$ cat src/rtl/strap_pkg.sv
package strap_pkg;

    typedef enum logic [2:0] {
        ST_IDLE    = 3'd0,
        ST_PU_WAIT = 3'd1,
        ST_SMP_HI  = 3'd2,
        ST_PD_WAIT = 3'd3,
        ST_SMP_LO  = 3'd4,
        ST_RESOLVE = 3'd5
    } probe_state_e;

    typedef enum logic [1:0] {
        RES_LOW   = 2'b00,
        RES_HIGH  = 2'b01,
        RES_FLOAT = 2'b10,
        RES_ERR   = 2'b11
    } strap_res_e;

    typedef enum logic [1:0] {
        PULL_NONE = 2'd0,
        PULL_UP   = 2'd1,
        PULL_DOWN = 2'd2
    } pull_cmd_e;

    typedef struct packed {
        logic force_in;
        logic up;
        logic dn;
    } pin_cfg_t;

    function automatic strap_res_e classify(input logic hi_smp, input logic lo_smp);
        if (hi_smp && lo_smp) begin
            return RES_HIGH;
        end else if (!hi_smp && !lo_smp) begin
            return RES_LOW;
        end
        return RES_FLOAT;
    endfunction

endpackage

$ cat src/rtl/strap_settle_timer.sv
module strap_settle_timer #(
    parameter int CNT_W = 16
) (
    input  logic             clk_i,
    input  logic             rst_ni,
    input  logic             load_i,
    input  logic [CNT_W-1:0] len_i,
    input  logic             dec_i,
    output logic             expired_o
);
    logic [CNT_W-1:0] rem_d, rem_q;

    always_comb begin
        rem_d = rem_q;
        if (load_i) begin
            rem_d = (len_i == '0) ? '0 : len_i - CNT_W'(1);
        end else if (dec_i && rem_q != '0) begin
            rem_d = rem_q - CNT_W'(1);
        end
    end

    always_ff @(posedge clk_i or negedge rst_ni) begin
        if (!rst_ni) begin
            rem_q <= '0;
        end else begin
            rem_q <= rem_d;
        end
    end

    assign expired_o = (rem_q == '0);


    timer_step_chk: assert property (@(posedge clk_i) disable iff (!rst_ni)
        (dec_i && !load_i && !expired_o) |=> (rem_q < $past(rem_q)));

endmodule

$ cat src/rtl/strap_pull_bank.sv
module strap_pull_bank
    import strap_pkg::*;
#(
    parameter int NUM_PINS = 8,
    parameter int IDX_W    = 4
) (
    input  logic                clk_i,
    input  logic                rst_ni,
    input  logic                wr_i,
    input  logic [IDX_W-1:0]    wr_pin_i,
    input  pull_cmd_e           wr_cmd_i,
    output logic [NUM_PINS-1:0] force_in_o,
    output logic [NUM_PINS-1:0] up_o,
    output logic [NUM_PINS-1:0] dn_o
);
    for (genvar g = 0; g < NUM_PINS; g++) begin : g_pin
        pin_cfg_t cfg_d, cfg_q;
        logic     hit;

        assign hit = wr_i && (wr_pin_i == IDX_W'(g));

        always_comb begin
            cfg_d = cfg_q;
            if (hit) begin
                cfg_d.force_in = 1'b1;
                cfg_d.up       = (wr_cmd_i == PULL_UP);
                cfg_d.dn       = (wr_cmd_i == PULL_DOWN);
            end
        end

        always_ff @(posedge clk_i or negedge rst_ni) begin
            if (!rst_ni) begin
                cfg_q <= '0;
            end else begin
                cfg_q <= cfg_d;
            end
        end

        assign force_in_o[g] = cfg_q.force_in;
        assign up_o[g]       = cfg_q.up;
        assign dn_o[g]       = cfg_q.dn;
    end


    pull_excl_chk: assert property (@(posedge clk_i) disable iff (!rst_ni)
        (up_o & dn_o) == '0);


    untouched_pins_chk: assert property (@(posedge clk_i) disable iff (!rst_ni)
        !wr_i |=> ($stable(up_o) && $stable(dn_o) && $stable(force_in_o)));

endmodule

$ cat src/rtl/strap_level_pick.sv
module strap_level_pick #(
    parameter int NUM_PINS = 8
) (
    input  logic [NUM_PINS-1:0] pad_i,
    input  logic [NUM_PINS-1:0] sel_oh_i,
    output logic                level_o
);
    assign level_o = |(pad_i & sel_oh_i);
endmodule

$ cat src/rtl/strap_probe_ctrl.sv
module strap_probe_ctrl
    import strap_pkg::*;
#(
    parameter int NUM_PINS = 8,
    parameter int IDX_W    = 4,
    parameter int CNT_W    = 16
) (
    input  logic                clk_i,
    input  logic                rst_ni,
    input  logic                start_i,
    input  logic [IDX_W-1:0]    pin_idx_i,
    input  logic [NUM_PINS-1:0] pad_level_i,
    input  logic [CNT_W-1:0]    settle_cycles_i,
    output logic [NUM_PINS-1:0] input_force_o,
    output logic [NUM_PINS-1:0] pull_up_o,
    output logic [NUM_PINS-1:0] pull_dn_o,
    output logic [1:0]          result_o,
    output logic                done_o
);
    typedef struct packed {
        probe_state_e     state;
        logic [IDX_W-1:0] pin;
        logic [CNT_W-1:0] settle;
        logic             hi;
        logic             lo;
        logic             err;
        logic             done;
        strap_res_e       result;
    } ctrl_t;

    ctrl_t ctrl_d, ctrl_q;

    logic             tmr_load;
    logic [CNT_W-1:0] tmr_len;
    logic             tmr_dec;
    logic             tmr_expired;
    logic             bank_wr;
    logic [IDX_W-1:0] bank_pin;
    pull_cmd_e        bank_cmd;
    logic [NUM_PINS-1:0] sel_oh;
    logic             pad_sel;
    strap_res_e       verdict;

    always_comb begin
        for (int i = 0; i < NUM_PINS; i++) begin
            sel_oh[i] = (ctrl_q.pin == IDX_W'(i));
        end
    end

    strap_level_pick #(.NUM_PINS(NUM_PINS)) u_pick (
        .pad_i    (pad_level_i),
        .sel_oh_i (sel_oh),
        .level_o  (pad_sel)
    );

    strap_settle_timer #(.CNT_W(CNT_W)) u_timer (
        .clk_i     (clk_i),
        .rst_ni    (rst_ni),
        .load_i    (tmr_load),
        .len_i     (tmr_len),
        .dec_i     (tmr_dec),
        .expired_o (tmr_expired)
    );

    strap_pull_bank #(.NUM_PINS(NUM_PINS), .IDX_W(IDX_W)) u_bank (
        .clk_i      (clk_i),
        .rst_ni     (rst_ni),
        .wr_i       (bank_wr),
        .wr_pin_i   (bank_pin),
        .wr_cmd_i   (bank_cmd),
        .force_in_o (input_force_o),
        .up_o       (pull_up_o),
        .dn_o       (pull_dn_o)
    );

    assign verdict = classify(ctrl_q.hi, ctrl_q.lo);

    always_comb begin
        ctrl_d      = ctrl_q;
        ctrl_d.done = 1'b0;
        tmr_load    = 1'b0;
        tmr_len     = ctrl_q.settle;
        tmr_dec     = 1'b0;
        bank_wr     = 1'b0;
        bank_pin    = ctrl_q.pin;
        bank_cmd    = PULL_NONE;

        unique case (ctrl_q.state)
            ST_IDLE: begin
                bank_pin = pin_idx_i;
                if (start_i) begin
                    ctrl_d.pin = pin_idx_i;
                    if (int'(pin_idx_i) >= NUM_PINS) begin
                        ctrl_d.err   = 1'b1;
                        ctrl_d.state = ST_RESOLVE;
                    end else begin
                        ctrl_d.err    = 1'b0;
                        ctrl_d.settle = settle_cycles_i;
                        tmr_load      = 1'b1;
                        tmr_len       = settle_cycles_i;
                        bank_wr       = 1'b1;
                        bank_cmd      = PULL_UP;
                        ctrl_d.state  = ST_PU_WAIT;
                    end
                end
            end
            ST_PU_WAIT: begin
                tmr_dec = 1'b1;
                if (tmr_expired) begin
                    ctrl_d.state = ST_SMP_HI;
                end
            end
            ST_SMP_HI: begin
                ctrl_d.hi    = pad_sel;
                bank_wr      = 1'b1;
                bank_cmd     = PULL_DOWN;
                tmr_load     = 1'b1;
                ctrl_d.state = ST_PD_WAIT;
            end
            ST_PD_WAIT: begin
                tmr_dec = 1'b1;
                if (tmr_expired) begin
                    ctrl_d.state = ST_SMP_LO;
                end
            end
            ST_SMP_LO: begin
                ctrl_d.lo    = pad_sel;
                ctrl_d.state = ST_RESOLVE;
            end
            ST_RESOLVE: begin
                ctrl_d.done   = 1'b1;
                ctrl_d.result = ctrl_q.err ? RES_ERR : verdict;
                if (!ctrl_q.err && verdict == RES_HIGH) begin
                    bank_wr  = 1'b1;
                    bank_cmd = PULL_UP;
                end
                ctrl_d.state = ST_IDLE;
            end
            default: begin
                ctrl_d.state = ST_IDLE;
            end
        endcase
    end

    always_ff @(posedge clk_i or negedge rst_ni) begin
        if (!rst_ni) begin
            ctrl_q <= '{state: ST_IDLE, result: RES_LOW, default: '0};
        end else begin
            ctrl_q <= ctrl_d;
        end
    end

    assign result_o = ctrl_q.result;
    assign done_o   = ctrl_q.done;


    done_pulse_chk: assert property (@(posedge clk_i) disable iff (!rst_ni)
        done_o |=> !done_o);


    err_quiet_chk: assert property (@(posedge clk_i) disable iff (!rst_ni)
        (done_o && result_o == RES_ERR) |->
            (pull_up_o == $past(pull_up_o) && pull_dn_o == $past(pull_dn_o)
             && input_force_o == $past(input_force_o)));


    busy_hold_chk: assert property (@(posedge clk_i) disable iff (!rst_ni)
        (ctrl_q.state != ST_IDLE) |=> $stable(ctrl_q.pin));


    hi_sample_pull_chk: assert property (@(posedge clk_i) disable iff (!rst_ni)
        (ctrl_q.state == ST_SMP_HI) |->
            ((pull_up_o & sel_oh) == sel_oh && (pull_dn_o & sel_oh) == '0
             && (input_force_o & sel_oh) == sel_oh));


    lo_sample_pull_chk: assert property (@(posedge clk_i) disable iff (!rst_ni)
        (ctrl_q.state == ST_SMP_LO) |->
            ((pull_dn_o & sel_oh) == sel_oh && (pull_up_o & sel_oh) == '0));


    final_match_chk: assert property (@(posedge clk_i) disable iff (!rst_ni)
        (done_o && result_o != RES_ERR) |->
            (((result_o == RES_HIGH) ? pull_up_o : pull_dn_o) & sel_oh) == sel_oh);

endmodule

$ cat config.mk
export PLATFORM = sky130hd
export DESIGN_NAME = strap_probe_ctrl
export DESIGN_NICKNAME = d
export VERILOG_FILES = /design/src/rtl/strap_pkg.sv /design/src/rtl/strap_settle_timer.sv /design/src/rtl/strap_pull_bank.sv /design/src/rtl/strap_level_pick.sv /design/src/rtl/strap_probe_ctrl.sv
export SDC_FILE = /design/constraint.sdc
export NUM_CORES = 1
export LEC_CHECK = 0
export BUFFER_PORTS_ARGS = -buffer_cell sky130_fd_sc_hd__buf_2
export CORE_MARGIN = 2
export CORE_UTILIZATION = 46
export CTS_CLUSTER_SIZE = 24
export DETAILED_ROUTE_END_ITERATION = 12
export PLACE_DENSITY_LB_ADDON = 0.15
export SYNTH_ARGS = -nofsm -noshare
export SYNTH_HDL_FRONTEND = slang
export SYNTH_SLANG_ARGS = --single-unit
$ cat constraint.sdc
create_clock -name clk_i -period 4.19 [get_ports clk_i]
set_input_delay 0.2095 -clock clk_i [delete_from_list [all_inputs] [get_ports clk_i]]
set_output_delay 0.2095 -clock clk_i [all_outputs]
set_load 0.02 [all_outputs]
Word level (Yosys, flattened, before mapping)
Index checks and enable logic that the tools add are counted.
{ "totals": {"reg_bits": 69, "in_bits": 31, "out_inout_bits": 27} }
{ "classes": {"addsub": 2, "order_cmp": 1, "eq_ne": 25, "muxes": 30, "bitwise_logic": 1, "n_reduce_logical": 26} }
{ "op_table": {"columns": ["operator", "n"], "rows": [
  ["$mux 16", 6],
  ["$eq 4x3->1 const B", 8],
  ["$logic_not 16->1", 2],
  ["$sub 16x1->16 const B", 2],
  ["$mux 23", 1],
  ["$eq 4x2->1 const B", 4],
  ["$reduce_bool 16->1", 1],
  ["$pmux 3 s5", 1],
  ["$logic_and 1x1->1", 12],
  ["$mux 3", 4],
  ["$mux 1", 10],
  ["$and 8x8->8", 1],
  ["$eq 4x1->1 const B", 2],
  ["$logic_not 4->1", 2],
  ["$mux 2", 4],
  ["$reduce_or 8->1", 1],
  ["$eq 3x2->1 const B", 2],
  ["$eq 3x3->1 const B", 2],
  ["$ne 2x2->1 const B", 3],
  ["$pmux 2 s3", 1],
  ["$eq 2x1->1 const B", 2],
  ["$ge 4x4->1 const B", 1],
  ["$mux 4", 1],
  ["$eq 3x1->1 const B", 1],
  ["other kinds (9)", 11]
]} }

Logic depth before layout (Yosys ltp)
{ "logic_depth": {"word_depth": 10, "ltp_mapped": 16, "depth_no_buf": 12} }

Hierarchy
From an unflattened synthesis, not the netlist that was laid out.
{ "hier_totals": {"hier_cells": 333, "hier_area_um2": 3921.3} }
{ "by_module_without_submodules": {"columns": ["module", "instances", "cells_each", "area_per_inst_um2", "seq_area_each_um2"], "rows": [
  ["strap_probe_ctrl", 1, 123, 1639.1, 725.7],
  ["strap_settle_timer", 1, 143, 1306.3, 400.4],
  ["strap_pull_bank", 1, 62, 939.7, 600.6],
  ["strap_level_pick", 1, 5, 36.3, 0.0]
]} }

Least setup slack after synthesis
OpenSTA, ideal clock, no wires.
{ "synth_timing": {"kind": "flip-flop to flip-flop", "start": "register ctrl_q[28] in the netlist's numbering", "end": "register u_timer.rem_q[4]", "setup_ps": 123, "t_arrival_ps": 2831, "t_required_ps": 4067, "setup_slack_ps": 1236, "path_stages_with_launch": 17, "path_buffers": 4, "path_cell_list": "dfrtp_1 buf_4 nor3_4 nand2_2 buf_6 clkbuf_1 nand2_1 nand2_1 inv_1 ha_1 nor3b_1 nand4_1 and2_1 buf_2 o21ai_2 nor2_1 o221a_2"} }
{ "synth_via": {"elab_chain_len": 5, "elab_cells_between_ends": 14} }
{ "synth_rtl": {"columns": ["element", "line_no", "text"], "rows": [
  ["from (decl)", "strap_probe_ctrl.sv:31", "ctrl_t ctrl_d, ctrl_q;"],
  ["from (signal assigned)", "strap_probe_ctrl.sv:149", "ctrl_q <= ctrl_d;"],
  ["$logic_not 3->1 (tied with other cells)", "strap_probe_ctrl.sv:88", "unique case (ctrl_q.state)"],
  ["$mux 16 or $reduce_or 2->1 (tied branches)", null, null],
  ["$sub 16x1->16 (tied with other cells)", "strap_settle_timer.sv:16", "rem_d = (len_i == '0) ? '0 : len_i - CNT_W'(1);"],
  ["$mux 16 or $logic_and 1x1->1 (tied branches)", "strap_settle_timer.sv:16, strap_settle_timer.sv:17", null],
  ["$mux 16 or $reduce_bool 2->1 (tied branches)", null, null],
  ["to (signal assigned)", "strap_settle_timer.sv:26", "rem_q <= rem_d;"],
  ["to (decl)", "strap_settle_timer.sv:11", "logic [CNT_W-1:0] rem_d, rem_q;"]
]} }
Parallel ways exist; a longest one is shown, timed or not.
A chain may end at the register's enable or synchronous reset.

Final worst setup path
{ "layout_timing": {"start": "register ctrl_q[27] in the netlist's numbering", "end": "register u_timer.rem_q[4]"} }
Same word-level chain as after synthesis.

==> run metrics <==
Post-Syn Nets=419; Pleak=0.00204 µW; total grt overflow=0; die height=94.7 µm; Async S/R FF share, synth=1.00; core box area=0.00809 mm²; Synth area leader=dfrtp_1; DRC=0; WL per Instance=17.3 µm; largest net degree at the start of global routing=42; clock insertion delay at the later pin of the skew report=0.35 ns; maximum VDD drop=0.000274 V; Cell Rows=33; number of inserted diodes=0; I/O pins=58; PwrDens=721 mW/mm²; first-pass GRT wire length=15.2 mm; Final Hold Viols=0; syn avg cell area=9.86 µm²; Buffers on Ports=57; maxcap violations=0; Worst Skew=0.0114 ns; fin crit share=0.758; Critical Path Source Type=register; Synth cell types=62; RePlAce Congestion=0.949; status=finished, final reports clean; critical path arrival=3.41 ns; Reg2Reg Depth=12; Starting Density=0.468; initial antenna violation count=0; CP Cell Sequence=or3_1 -> nor2_1 -> nand2_1 -> nand2_1 -> inv_1 -> ha_1 -> nor3b_1 -> nand4_1 -> and2_1 -> o21ai_2 -> nor2_1 -> o221a_2; Cells after Synth=384; CP Class=reg2reg; Root Driver=clkbuf_8; CTS resizes=0; WP data required=4.42 ns; TritonCTS Sinks=69; Num CTS Buffers=9; number of H-tree levels=3; flop and latch count out of synthesis=69; hold_buf cts=1; CTS Buffer Depth=2; Slew Limit Fails=0; Die W=94.7 µm; DR vias/cell=5.75; setup_tns=0 ns; final setup vio count=0; First-pass DRT Iterations=4; vias in the first global route=3033; Die Area=0.00897 mm²; DPL Wire Length=6.86 mm; post-CTS setup buffer count=0; sequential area share after synthesis=0.456; highest clock rate=315 MHz; Syn-to-layout area delta=15.4%; Mapped Area=0.00378 mm²; hold path cells=3; ranking of synthesized cells by area=dfrtp_1 46%, mux2_2 7.1%, nand2_1 4.1%; gr usage total=0.223; Yosys warning count=0; Slew Limit Headroom=0.477; Critical Path Max Stage Delay=0.56 ns; layout cells sized above 1=0.257; slew at the pin closest to its max-slew limit=0.785 ns; RSZ-0062 raised after global routing=no; drt total wl=9.45 mm; CTS tree=done; Crit-path slowest cell=dfrtp_1; clock slew at reported path FFs=0.08 ns; top-area cell type share of the netlist area=0.456; ys flop type=dfrtp_1; Core Util, Final=0.540; Iteration-0 DRC Markers=136; CP max FO=16; via count=3151; Routed Antenna Nets=0; final-stage net count=473; crit path capture type=register; worst min path class=in2reg; Post-synth EDFFs=0; Tmin final=3.17 ns
[state kept, by name, indices dropped and copies added, names as in the netlist]
| register | count |
|---|---|
| ctrl_q | 26 |
| done_o | 1 |
| result_o | 2 |
| u_bank.dn_o | 8 |
| u_bank.force_in_o | 8 |
| u_bank.up_o | 8 |
| u_timer.rem_q | 16 |
[per-layer routing]
layer  vias up  track usage  wire (µm)
met5         -            0          0
li1       1510            -          -
met2       109        0.359       4480
met3        31       0.0463        496
met1      1501        0.288       4160
met4         0        0.103        320
[cell families (layout without fill, tap and decap cells)]
logic type | after synthesis | after routing | share of synthesized area
DFF | 69 | 69 | 0.456
and+or+nand+nor | 153 | 153 | 0.213
buffers and inverters | 29 | 88 | 0.0377
xor gates and xnor gates | 14 | 14 | 0.0324
muxes | 32 | 32 | 0.0992
adders and majority gates | 4 | 4 | 0.0132
AOI/OAI and AO/OA | 83 | 83 | 0.148
[critical path: cells and delay by family, from the launching register on]
family / cells / cell delay [ns]
simple gates: 8 / 1.60
compound gates: 2 / 0.63
flops: 1 / 0.56
fa+ha+maj: 1 / 0.21
buf+inv: 1 / 0.06
[stage by stage]
stage	setup WS (ns)	cells	total power [µW]	hold WS (ns)	instance area, µm²
floorplan	1.24	384	2170	-0.0861	3780
global placement	1.15	531	2510	0.295	4130
detailed placement	1.07	531	2530	0.286	4130
CTS	1.05	548	3160	0.0764	4370
global route	0.708	548	3380	0.108	4370
finish	1.02	548	3150	0.109	4370
[path summary, 6_finish.rpt]
check                                          start              endpoint  slack, ns
worst max-delay path                      ctrl_q[27]      u_timer.rem_q[4]       1.02
worst max register to register            ctrl_q[27]      u_timer.rem_q[4]       1.02
max in group asynchronous                     rst_ni            ctrl_q[28]       2.77
min in group asynchronous                     rst_ni           result_o[1]       0.43
worst min register to register  u_bank.force_in_o[0]  u_bank.force_in_o[0]       0.46
worst min-delay path              settle_cycles_i[1]             ctrl_q[7]       0.11
[where the power goes]
| group | internal [µW] | switching (µW) |
|---|---|---|
| sequential | 933 | 261 |
| combinational | 570 | 774 |
| clock | 338 | 270 |
[synthesized netlist by cell type (all sizes together) (3+ instances only)]
library cell	instances
dfrtp	69
nand2	42
nor2	29
mux2	24
o21ai	18
a21oi	17
nor3	13
nand2b	12
buf	11
clkbuf	10
nor4	10
xor2	9
inv	8
nand3b	7
mux2i	6
nand3	6
o21a	6
o22ai	6
and2	5
nand4	5
nor3b	5
or3	5
xnor2	5
ha	4
nand4b	4
a21o	3
nor2b	3
o211ai	3
o311ai	3
[cell usage in the layout (no fill, tap or decap), types with 3 or more instances in the layout]
cell,synthesis,routed
nand2b_1,12,12
inv_1,8,8
buf_4,3,6
nor3_1,12,12
nand3_1,6,6
buf_2,6,57
and2_1,5,5
o21ai_0,16,16
clkbuf_8,0,9
mux2_2,24,24
xor2_1,9,9
xnor2_1,5,5
mux2i_1,6,6
nor4_1,9,9
nor2_1,29,29
nor2b_1,3,3
nand2_1,41,41
a21o_1,3,3
dfrtp_1,69,69
nand3b_1,7,7
o21a_1,6,6
o311ai_0,3,3
or3_1,5,5
a21oi_1,17,17
nor3b_1,5,5
nand4b_1,4,4
o22ai_1,6,6
ha_1,4,4
o211ai_1,3,3
nand4_1,5,5
[area by class of cell]
cell class	instances	area [µm²]
fillers	745	3730
multi-input cells	286	1920
well taps	105	131
repair buffers	64	340
clock buffers	9	124
inverters	8	30.0
clock inverters	7	98.8
flip-flops and latches	69	1730
Power figures use the tool's default switching activity.
